**src/rtl/cw_pkg.sv**
```systemverilog
package cw_pkg;

  typedef enum logic [1:0] {
    OP_NONE     = 2'd0,
    OP_COMMIT   = 2'd1,
    OP_ROLLBACK = 2'd2
  } walk_op_e;

  typedef enum logic [1:0] {
    ST_IDLE    = 2'd0,
    ST_WALK    = 2'd1,
    ST_RESTORE = 2'd2
  } walk_state_e;

  typedef struct packed {
    walk_op_e   op;
    logic [1:0] mask;
  } walk_req_t;

  localparam walk_req_t REQ_NONE = '{op: OP_NONE, mask: 2'b00};

  // rollback dominates; commits merge their selectors
  function automatic walk_req_t merge_req(walk_req_t a, walk_req_t b);
    walk_req_t r;
    r = REQ_NONE;
    if (a.op == OP_ROLLBACK || b.op == OP_ROLLBACK) begin
      r.op = OP_ROLLBACK;
    end else if (a.op == OP_COMMIT || b.op == OP_COMMIT) begin
      r.op   = OP_COMMIT;
      r.mask = (a.op == OP_COMMIT ? a.mask : 2'b00) |
               (b.op == OP_COMMIT ? b.mask : 2'b00);
    end
    return r;
  endfunction

endpackage

```
**src/rtl/cw_req_latch.sv**
```systemverilog
module cw_req_latch
  import cw_pkg::*;
(
  input  logic      clk_i,
  input  logic      rst_ni,
  input  logic      busy_i,
  input  walk_req_t new_req_i,
  output walk_req_t eff_req_o
);

  walk_req_t pend_q;

  always_ff @(posedge clk_i or negedge rst_ni) begin
    if (!rst_ni)      pend_q <= REQ_NONE;
    else if (!busy_i) pend_q <= REQ_NONE;
    else              pend_q <= merge_req(pend_q, new_req_i);
  end

  assign eff_req_o = merge_req(pend_q, new_req_i);

  // a held rollback is never downgraded while busy
  p_pend_rb_kept_r10: assert property (@(posedge clk_i) disable iff (!rst_ni)
    (busy_i && pend_q.op == OP_ROLLBACK) |=> (pend_q.op == OP_ROLLBACK || !$past(busy_i) || !busy_i));

endmodule

```
**src/rtl/cw_index_ctr.sv**
```systemverilog
module cw_index_ctr #(
  parameter int unsigned NUM_LINES = 16,
  localparam int unsigned IDX_W = (NUM_LINES > 1) ? $clog2(NUM_LINES) : 1
) (
  input  logic             clk_i,
  input  logic             rst_ni,
  input  logic             start_i,
  output logic             active_o,
  output logic             last_o,
  output logic [IDX_W-1:0] idx_o
);

  localparam logic [IDX_W-1:0] LAST_IDX = IDX_W'(NUM_LINES - 1);

  logic             active_q;
  logic [IDX_W-1:0] idx_q;

  assign last_o   = active_q && (idx_q == LAST_IDX);
  assign active_o = active_q;
  assign idx_o    = idx_q;

  always_ff @(posedge clk_i or negedge rst_ni) begin
    if (!rst_ni) begin
      active_q <= 1'b0;
      idx_q    <= '0;
    end else if (start_i) begin
      active_q <= 1'b1;
      idx_q    <= '0;
    end else if (active_q) begin
      if (last_o) active_q <= 1'b0;   // stop, no wrap
      else        idx_q    <= idx_q + 1'b1;
    end
  end

  p_ctr_stops_r3: assert property (@(posedge clk_i) disable iff (!rst_ni)
    (last_o && !start_i) |=> !active_o);

  p_ctr_step_r3: assert property (@(posedge clk_i) disable iff (!rst_ni)
    (active_o && !last_o && !start_i) |=> (active_o && idx_o == $past(idx_o) + 1'b1));

endmodule

```
**src/rtl/cw_line_xform.sv**
```systemverilog
module cw_line_xform
  import cw_pkg::*;
#(
  parameter int unsigned ADDR_TAG_W = 8,
  localparam int unsigned TAG_W = ADDR_TAG_W + 3,
  localparam int unsigned VLD_BIT = ADDR_TAG_W + 2,
  localparam int unsigned EP_LO = ADDR_TAG_W
) (
  input  walk_op_e         op_i,
  input  logic [1:0]       mask_i,
  input  logic [TAG_W-1:0] old_i,
  output logic [TAG_W-1:0] new_o,
  output logic             changed_o
);

  logic [1:0] epoch;
  logic       hit_commit;

  assign epoch      = old_i[EP_LO+1:EP_LO];
  assign hit_commit = (epoch == 2'd1 && mask_i[0]) || (epoch == 2'd2 && mask_i[1]);

  always_comb begin
    new_o = old_i;
    unique case (op_i)
      OP_COMMIT: if (hit_commit) new_o[EP_LO+1:EP_LO] = 2'b00;
      OP_ROLLBACK: if (epoch != 2'b00) begin
        new_o[VLD_BIT]          = 1'b0;
        new_o[EP_LO+1:EP_LO]    = 2'b00;
      end
      default: new_o = old_i;
    endcase
  end

  assign changed_o = (new_o != old_i);

endmodule

```
**src/rtl/cw_walk_engine.sv**
```systemverilog
module cw_walk_engine
  import cw_pkg::*;
#(
  parameter int unsigned NUM_LINES  = 16,
  parameter int unsigned ADDR_TAG_W = 8,
  localparam int unsigned IDX_W = (NUM_LINES > 1) ? $clog2(NUM_LINES) : 1,
  localparam int unsigned TAG_W = ADDR_TAG_W + 3
) (
  input  logic             clk_i,
  input  logic             rst_ni,
  input  logic             commit_req_i,
  input  logic             rollback_req_i,
  input  logic [1:0]       epoch_sel_i,
  output logic             stall_o,
  output logic             done_o,
  output logic             tag_rd_o,
  output logic [IDX_W-1:0] tag_raddr_o,
  input  logic [TAG_W-1:0] tag_rdata_i,
  output logic             tag_wr_o,
  output logic [IDX_W-1:0] tag_waddr_o,
  output logic [TAG_W-1:0] tag_wdata_o
);

  localparam int unsigned VLD_BIT = ADDR_TAG_W + 2;
  localparam int unsigned EP_LO   = ADDR_TAG_W;

  walk_state_e      state_q;
  walk_req_t        new_req, eff_req;
  walk_op_e         op_q;
  logic [1:0]       mask_q;
  logic             start;
  logic             rd_active, rd_last;
  logic [IDX_W-1:0] rd_idx;
  logic             wr_pend_q;
  logic [IDX_W-1:0] wr_idx_q;
  logic [TAG_W-1:0] new_line;
  logic             line_changed;

  always_comb begin
    new_req = REQ_NONE;
    if (rollback_req_i)    new_req.op = OP_ROLLBACK;
    else if (commit_req_i) new_req = '{op: OP_COMMIT, mask: epoch_sel_i};
  end

  cw_req_latch u_req (
    .clk_i     (clk_i),
    .rst_ni    (rst_ni),
    .busy_i    (state_q != ST_IDLE),
    .new_req_i (new_req),
    .eff_req_o (eff_req)
  );

  assign start = (state_q == ST_IDLE) && (eff_req.op != OP_NONE);

  cw_index_ctr #(.NUM_LINES(NUM_LINES)) u_ctr (
    .clk_i    (clk_i),
    .rst_ni   (rst_ni),
    .start_i  (start),
    .active_o (rd_active),
    .last_o   (rd_last),
    .idx_o    (rd_idx)
  );

  cw_line_xform #(.ADDR_TAG_W(ADDR_TAG_W)) u_xf (
    .op_i      (op_q),
    .mask_i    (mask_q),
    .old_i     (tag_rdata_i),
    .new_o     (new_line),
    .changed_o (line_changed)
  );

  always_ff @(posedge clk_i or negedge rst_ni) begin
    if (!rst_ni) begin
      state_q   <= ST_IDLE;
      op_q      <= OP_NONE;
      mask_q    <= 2'b00;
      wr_pend_q <= 1'b0;
      wr_idx_q  <= '0;
    end else begin
      wr_pend_q <= rd_active;
      wr_idx_q  <= rd_idx;
      unique case (state_q)
        ST_IDLE: if (start) begin
          state_q <= ST_WALK;
          op_q    <= eff_req.op;
          mask_q  <= eff_req.mask;
        end
        ST_WALK: if (wr_pend_q && !rd_active) state_q <= ST_RESTORE;
        ST_RESTORE: state_q <= ST_IDLE;
        default: state_q <= ST_IDLE;
      endcase
    end
  end

  assign stall_o     = (state_q != ST_IDLE);
  assign done_o      = (state_q == ST_RESTORE);
  assign tag_rd_o    = rd_active;
  assign tag_raddr_o = rd_idx;
  assign tag_wr_o    = wr_pend_q && line_changed;
  assign tag_waddr_o = wr_idx_q;
  assign tag_wdata_o = new_line;

  p_req_stalls_r2: assert property (@(posedge clk_i) disable iff (!rst_ni)
    (!stall_o && (commit_req_i || rollback_req_i)) |=> stall_o);

  p_first_read_r2: assert property (@(posedge clk_i) disable iff (!rst_ni)
    $rose(stall_o) |-> (tag_rd_o && tag_raddr_o == '0));

  p_wr_after_rd_r4: assert property (@(posedge clk_i) disable iff (!rst_ni)
    tag_wr_o |-> ($past(tag_rd_o) && tag_waddr_o == $past(tag_raddr_o)));

  p_wr_changes_r4: assert property (@(posedge clk_i) disable iff (!rst_ni)
    tag_wr_o |-> (tag_wdata_o != tag_rdata_i));

  p_commit_keeps_valid_r5: assert property (@(posedge clk_i) disable iff (!rst_ni)
    (tag_wr_o && op_q == OP_COMMIT) |->
      (tag_wdata_o[VLD_BIT] == tag_rdata_i[VLD_BIT] && tag_wdata_o[EP_LO+1:EP_LO] == 2'b00));

  p_rb_invalidates_r7: assert property (@(posedge clk_i) disable iff (!rst_ni)
    (tag_wr_o && op_q == OP_ROLLBACK) |->
      (!tag_wdata_o[VLD_BIT] && tag_wdata_o[EP_LO+1:EP_LO] == 2'b00 && tag_rdata_i[EP_LO+1:EP_LO] != 2'b00));

  p_restore_quiet_r8: assert property (@(posedge clk_i) disable iff (!rst_ni)
    done_o |-> (stall_o && !tag_rd_o && !tag_wr_o));

  p_release_r8: assert property (@(posedge clk_i) disable iff (!rst_ni)
    done_o |=> !stall_o);

  p_done_pulse_r9: assert property (@(posedge clk_i) disable iff (!rst_ni)
    done_o |=> !done_o);

  p_tag_kept_r11: assert property (@(posedge clk_i) disable iff (!rst_ni)
    tag_wr_o |-> (tag_wdata_o[ADDR_TAG_W-1:0] == tag_rdata_i[ADDR_TAG_W-1:0]));

  p_rd_in_walk_r3: assert property (@(posedge clk_i) disable iff (!rst_ni)
    (tag_rd_o || rd_last) |-> (state_q == ST_WALK));

endmodule

```
**config.mk**
```make
export PLATFORM = sky130hd
export DESIGN_NAME = cw_walk_engine
export DESIGN_NICKNAME = d
export VERILOG_FILES = /design/src/rtl/cw_pkg.sv /design/src/rtl/cw_req_latch.sv /design/src/rtl/cw_index_ctr.sv /design/src/rtl/cw_line_xform.sv /design/src/rtl/cw_walk_engine.sv
export SDC_FILE = /design/constraint.sdc
export NUM_CORES = 1
export LEC_CHECK = 0
export BUFFER_PORTS_ARGS = -buffer_cell sky130_fd_sc_hd__clkbuf_2
export CAP_MARGIN = 0
export CORE_UTILIZATION = 50
export DETAILED_ROUTE_END_ITERATION = 10
export GPL_TIMING_DRIVEN = 0
export PLACE_DENSITY = 0.84
export SETUP_SLACK_MARGIN = 0.1
export SLEW_MARGIN = 40
export SYNTH_ARGS = -nofsm -noshare
export SYNTH_HDL_FRONTEND = slang
export SYNTH_SLANG_ARGS = --single-unit
```
**constraint.sdc**
```tcl
create_clock -name clk_i -period 3.15 [get_ports clk_i]
set_input_delay 0.7875 -clock clk_i [delete_from_list [all_inputs] [get_ports clk_i]]
set_output_delay 0.7875 -clock clk_i [all_outputs]
set_load 0.02 [all_outputs]
```
==> results.sh, run 1 <==
export IMPL_io_buffers=31
export IMPL_clock_latency_ns=0.30
export IMPL_synth_area_top_cells="dfrtp_1 50%, buf_4 6.0%, o21ai_0 4.0%, ha_1 3.7%, nand2b_1 3.7%"
export IMPL_gp_congestion=0.7916
export IMPL_fin_worst_skew_ns=0.006626
export IMPL_antenna_found_initial=0
export IMPL_cts_tree="yes"
export IMPL_nFillCells=144
export IMPL_netlist_instances=97
export IMPL_grt_max_degree=21
export IMPL_synth_top_area_share_pct=49.88
export IMPL_cts_resized=0
export IMPL_worstMarginPinSlew_ns=0.4771
export IMPL_startpoint="op_q[0]"
export IMPL_htreeDepth=1
export IMPL_status="complete, no violations"
export IMPL_hold_violations=0
export IMPL_crit_type="reg -> out"
export IMPL_grt_overflow_total=0
export IMPL_drc=0
export IMPL_min_period_ns=2.486
export IMPL_cp_required_ns=2.36
export IMPL_seq_area_um2=500.5
export IMPL_grt_pass1_wl_um=3029
export IMPL_layout_drive_gt1_share_pct=37.12
export IMPL_start_util_pct=55.69
export IMPL_holdBufCountCts=0
export IMPL_max_freq_mhz=402.3
export IMPL_finalMaxSlewViolations=0
export IMPL_ys_types=32
export IMPL_cts_buffers=3
export IMPL_hpwl_um=1478
export IMPL_clk_pin_slew_ns=0.11
export IMPL_cts_root_buf="clkbuf_4"
export IMPL_synth_top_cell_by_area="dfrtp_1"
export IMPL_core_mm2=0.001802
export IMPL_ir_worst_vdd_uv=637.0
export IMPL_num_rows=15
export IMPL_fin_crit_sh_pct=78.91
export IMPL_power_mw=1.145
export IMPL_cp_end_kind="primary output"
export IMPL_die_area_mm2=0.002190
export IMPL_pin_count=40
export IMPL_syn2layout_area_growth_pct=23.82
export IMPL_antennaDiodeCount=0
export IMPL_routedWlPerCell_um=11.97
export IMPL_die_w_um=46.80
export IMPL_drv_cap=0
export IMPL_synth_nets=117
export IMPL_p_leak_nw=0.6317
export IMPL_synth_warnings=0
export IMPL_synth_area_mm2=0.001003
export IMPL_fp_dieH_um=46.80
export IMPL_post_cts_buffers=0
export IMPL_grt_util_all_layers_pct=19.85
export IMPL_start_kind="register"
export IMPL_synth_seq_cells=20
export IMPL_via_per_inst=5.331
export IMPL_rsz0062_at_grt="no"
export IMPL_multiInputGateArea_um2=409.1
export IMPL_final_nets=153
export IMPL_synth_seq_area_share_pct=49.88
export IMPL_setup_tns_ns=0
export IMPL_slew_headroom_pct=68.19
export IMPL_r2r_start="u_ctr.idx_o[0]"
export IMPL_cp_arrival_ns=1.70
export IMPL_setup_viol=0
export IMPL_holdCritPathClass="in -> async"
export IMPL_first_pass_iters=4
export IMPL_drt_iter0_markers=17
export IMPL_clk_path_buf_depth=2
export IMPL_grt_pass1_vias=754
export IMPL_avgSynthCellArea_um2=10.34
export IMPL_crit_fanout=4
export IMPL_wl_um=1880
export IMPL_clock_sinks=20
export IMPL_antenna_left=0
export IMPL_dr_total_vias=837
export IMPL_power_density_mw_per_mm2=921.5
export IMPL_holdWs_ns=0.4153
## cell usage after synthesis
library cell / number
o21bai_1: 1
nand2_1: 1
nand3_1: 1
and4b_1: 1
ha_1: 3
a21oi_1: 7
o31ai_2: 1
nor2_4: 1
a21oi_2: 1
nand3b_1: 1
o21ai_1: 1
o21ai_0: 8
o31a_1: 2
or3_1: 1
buf_4: 8
o22ai_1: 1
nand2b_1: 6
nand4_1: 1
inv_1: 9
a211oi_2: 1
a22oi_1: 1
dfrtp_1: 20
and3_1: 2
or2_2: 1
a211oi_1: 1
o21a_1: 1
a32o_1: 2
nor3_2: 1
nor2_1: 4
nor2b_1: 5
xor2_1: 1
and2_1: 2
## where the power goes
| group | switching (mW) | internal (mW) | total (mW) |
|---|---|---|---|
| Combinational | 0.311 | 0.202 | 0.513 |
| Clock | 0.0783 | 0.129 | 0.207 |
| Sequential | 0.0798 | 0.346 | 0.425 |
| Total | 0.469 | 0.676 | 1.14 |
## through the flow
stage / utilization [%] / worst slack, ns / instance area (um^2) / instances
final: 68.96 / 0.6644 / 1242 / 157
after global routing: 68.96 / 0.5763 / 1242 / 157
after CTS: 68.96 / 0.6606 / 1242 / 157
after detailed placement: 66.04 / 0.7522 / 1190 / 153
after global placement: 66.04 / 0.7610 / 1190 / 153
after floorplan: - / 0.9453 / 1003 / 97
## sequential cells by signal, summed over array words and instances, names as in the netlist
signal          count
tag_waddr_o         4
wr_pend_q           1
state_q             2
mask_q              2
u_req.pend_q        4
u_ctr.idx_o         4
op_q                2
u_ctr.active_o      1
## cell usage in the layout, fill, tap and decap left out, types with 2 or more instances in the layout
cell type  count
clkbuf_4       3
a21oi_1        7
o21ai_0        8
o31a_1         2
buf_4          8
dfrtp_1       20
ha_1           3
nor2_1         4
and3_1         2
nor2b_1        5
and2_1         2
nand2b_1       6
clkbuf_2      31
inv_1          9
a32o_1         2
## kinds of logic (layout without fill, tap and decap cells)
| group | Yosys count | after routing | synth area share, % |
|---|---|---|---|
| adders and majority gates | 3 | 3 | 3.741 |
| DFF | 20 | 20 | 49.88 |
| AOI/OAI and AO/OA | 28 | 28 | 18.70 |
| buffers and inverters | 17 | 52 | 9.352 |
| and+or+nand+nor | 28 | 28 | 17.46 |
| xor gates and xnor gates | 1 | 1 | 0.8730 |
## final timing paths
kind / to / slack, ns / cells after the start
worst min register to register: tag_waddr_o[3] / 0.47 / 0
min in group clk_i: tag_waddr_o[3] / 0.47 / 0
max in group asynchronous: mask_q[0] / 2.40 / 1
worst min-delay path: u_ctr.idx_o[3] / 0.42 / 1
worst max-delay path: tag_wr_o / 0.66 / 6
worst max register to register: u_ctr.idx_o[0] / 1.73 / 4
## area by class of cell
| cell class | count | share of cell area (%) |
|---|---|---|
| flip-flops and latches | 20 | 40.28 |
| multi-input cells | 60 | 32.93 |
| repair buffers | 31 | 12.49 |
| plain buffers | 8 | 4.834 |
| inverters | 9 | 2.719 |
| well taps | 25 | 2.518 |
| clock inverters | 1 | 2.417 |
| clock buffers | 3 | 1.813 |
## worst max-delay path, stage by stage, from the launching register on
cell and delay, ns:
dfrtp_1 0.39, inv_1 0.05, ha_1 0.33, nand2b_1 0.16, a21oi_1 0.15, o31a_1 0.15, clkbuf_2 0.16
## routing by layer
metal	track usage (%)	part of all wire [%]	routed length, um	vias up
met5	0	0	0	-
met1	24.81	45	851	401
met3	2.308	4.0	75	4
li1	-	-	-	403
met2	34.72	50	931	29
met4	8.571	1.1	21	0
(Power assumes the default switching activity.)
==> run 2: changes to the inputs <==
--- a/config.mk
+++ b/config.mk
@@ -7,10 +7,10 @@
 export LEC_CHECK = 0
 export BUFFER_PORTS_ARGS = -buffer_cell sky130_fd_sc_hd__clkbuf_2
 export CAP_MARGIN = 0
-export CORE_UTILIZATION = 50
+export CORE_UTILIZATION = 47
 export DETAILED_ROUTE_END_ITERATION = 10
 export GPL_TIMING_DRIVEN = 0
-export PLACE_DENSITY = 0.84
+export PLACE_DENSITY = 0.8
 export SETUP_SLACK_MARGIN = 0.1
 export SLEW_MARGIN = 40
 export SYNTH_ARGS = -nofsm -noshare
==> constraint.sdc (replaced) <==
create_clock -name clk_i -period 2.36 [get_ports clk_i]
set_input_delay 0.59 -clock clk_i [delete_from_list [all_inputs] [get_ports clk_i]]
set_output_delay 0.59 -clock clk_i [all_outputs]
set_load 0.02 [all_outputs]
==> run 2 against run 1 <==
- count of clock-buffer cells in the layout grew 1
- sequential cell count is the same
- critical path depth is the same
- first-iteration DRC count shrank 24%
- non-clock buffer count grew 1
- hold slack lost 0.20 ns
- die area grew 6.1%
- clock power shrank 4%
- clock skew shrank 0.00072 ns
- sequential power grew 35%
==> results.sh, run 2 (synthesized netlist as in run 1, its figures left out) <==
export IMPL_final_nets=154
export IMPL_start_kind="register"
export IMPL_io_buffers=31
export IMPL_clk_path_buf_depth=2
export IMPL_holdWs_ns=0.2155
export IMPL_grt_pass1_vias=698
export IMPL_setup_tns_ns=0
export IMPL_core_mm2=0.001982
export IMPL_grt_max_degree=21
export IMPL_wl_um=1945
export IMPL_finalMaxSlewViolations=0
export IMPL_min_period_ns=2.228
export IMPL_fin_crit_sh_pct=94.39
export IMPL_cp_arrival_ns=1.64
export IMPL_setup_viol=0
export IMPL_power_mw=1.504
export IMPL_slew_headroom_pct=68.82
export IMPL_p_leak_nw=0.6315
export IMPL_critPathTopFamily="flip-flops"
export IMPL_path_buf_inv=2
export IMPL_dr_total_vias=829
export IMPL_antenna_left=0
export IMPL_die_area_mm2=0.002324
export IMPL_gp_congestion=0.7637
export IMPL_drv_cap=0
export IMPL_cts_root_buf="clkbuf_4"
export IMPL_status="complete, no violations"
export IMPL_max_freq_mhz=448.9
export IMPL_ir_worst_vdd_uv=869.2
export IMPL_layout_drive_gt1_share_pct=38.35
export IMPL_power_density_mw_per_mm2=1202
export IMPL_cp_required_ns=1.77
export IMPL_fp_dieH_um=48.21
export IMPL_antenna_found_initial=0
export IMPL_via_per_inst=5.181
export IMPL_crit_path_max_incr_delay_ns=0.40
export IMPL_rsz0062_at_grt="no"
export IMPL_htreeDepth=1
export IMPL_crit_fanout=4
export IMPL_hold_violations=0
export IMPL_clock_sinks=20
export IMPL_regToRegSetupSlack_ns=0.91
export IMPL_grt_overflow_total=0
export IMPL_r2r_start="u_ctr.idx_o[0]"
export IMPL_antennaDiodeCount=0
export IMPL_r2r_cells=4
export IMPL_num_rows=16
export IMPL_crit_type="reg -> out"
export IMPL_cts_buffers=3
export IMPL_place_inst=155
export IMPL_holdCritPathClass="in -> async"
export IMPL_fin_worst_skew_ns=0.005902
export IMPL_grt_pass1_wl_um=2746
export IMPL_clock_latency_ns=0.30
export IMPL_cts_tree="yes"
export IMPL_final_cell_mix="30 x clkbuf_2, 20 x dfrtp_1, 10 x buf_4"
export IMPL_final_common_cell="clkbuf_2"
export IMPL_worstMarginPinSlew_ns=0.4677
export IMPL_drt_iter0_markers=13
export IMPL_cp_end_kind="primary output"
export IMPL_seq_area_um2=500.5
export IMPL_drc=0
export IMPL_fin_cells=160
export IMPL_grt_util_all_layers_pct=17.86
export IMPL_clk_pin_slew_ns=0.11
export IMPL_routedWlPerCell_um=12.16
export IMPL_hpwl_um=1437
export IMPL_start_util_pct=50.63
export IMPL_syn2layout_area_growth_pct=24.69
export IMPL_reg2reg_to="u_ctr.idx_o[0]"
export IMPL_first_pass_iters=4
export IMPL_crit_end="tag_wr_o"
export IMPL_crit_chain="inv_1, ha_4, nand2b_1, a21oi_1, o31a_1, buf_4"
export IMPL_nFillCells=164
export IMPL_crit_slowest_cell="dfrtp_1"
export IMPL_cp_depth=6
export IMPL_multiInputGateArea_um2=421.7
export IMPL_die_w_um=48.21
export IMPL_pin_count=40
export IMPL_startpoint="op_q[0]"
==> run 2: changes by cell type in the layout (fill, tap and decap cells not counted), sizes merged <==
cell,before,now
bufinv,1,0
buf,8,10
==> run 2: final cells by class <==
| cell class | count | area share, % |
|---|---|---|
| flip-flops and latches | 20 | 40.00 |
| well taps | 27 | 2.700 |
| repair buffers | 32 | 13.20 |
| plain buffers | 8 | 4.800 |
| multi-input cells | 60 | 33.70 |
| inverters | 9 | 2.700 |
| clock buffers | 4 | 2.900 |
==> run 2: worst min-delay path by stage <==
| stage | endpoint | slack [ns] | cells past startpoint |
|---|---|---|---|
| final | u_ctr.active_o | 0.22 | 1 |
| after detailed placement | tag_waddr_o[3] | 0.44 | 0 |
| after global placement | tag_waddr_o[3] | 0.43 | 0 |
| after CTS | u_ctr.idx_o[3] | 0.23 | 1 |
| after global routing | u_ctr.idx_o[3] | 0.23 | 1 |
| after floorplan | mask_q[0] | 0.29 | 0 |
==> run 2: routing by layer <==
metal  vias to the layer above  GRT usage (%)  part of all wire (%)
met5                         -              0                     0
met4                         0          8.889                   1.3
met3                         2          3.333                   4.3
met2                        29          32.80                    54
met1                       397          19.42                    41
li1                        401              -                     -
==> run 2: where the power goes <==
group | total [mW] | switching (mW) | internal (mW)
logic | 0.734 | 0.429 | 0.306
registers | 0.572 | 0.110 | 0.462
clock network | 0.198 | 0.104 | 0.0942
total | 1.50 | 0.642 | 0.862
==> run 2: through the flow <==
| step | utilization (%) | setup slack, ns | cell area, um^2 |
|---|---|---|---|
| after floorplan | - | 0.5503 | 1003 |
| after global placement | 60.16 | 0.3665 | 1192 |
| after detailed placement | 60.16 | 0.3662 | 1192 |
| after CTS | 62.37 | 0.1130 | 1236 |
| after global routing | 63.13 | 0.08436 | 1251 |
| final | 63.13 | 0.1323 | 1251 |
==> run 2: timing repair <==
item,CTS,global route
buffers inserted,1,0
gates resized for setup,0,3
hold buffers,0,0
endpoints found under the setup margin,1,1
gates cloned,0,0
==> run 2: worst register-to-register path: stages, from the launching register on <==
cell,delay [ns]
dfrtp_1,0.46
ha_1,0.26
and3_1,0.20
or3_1,0.32
a21oi_1,0.14
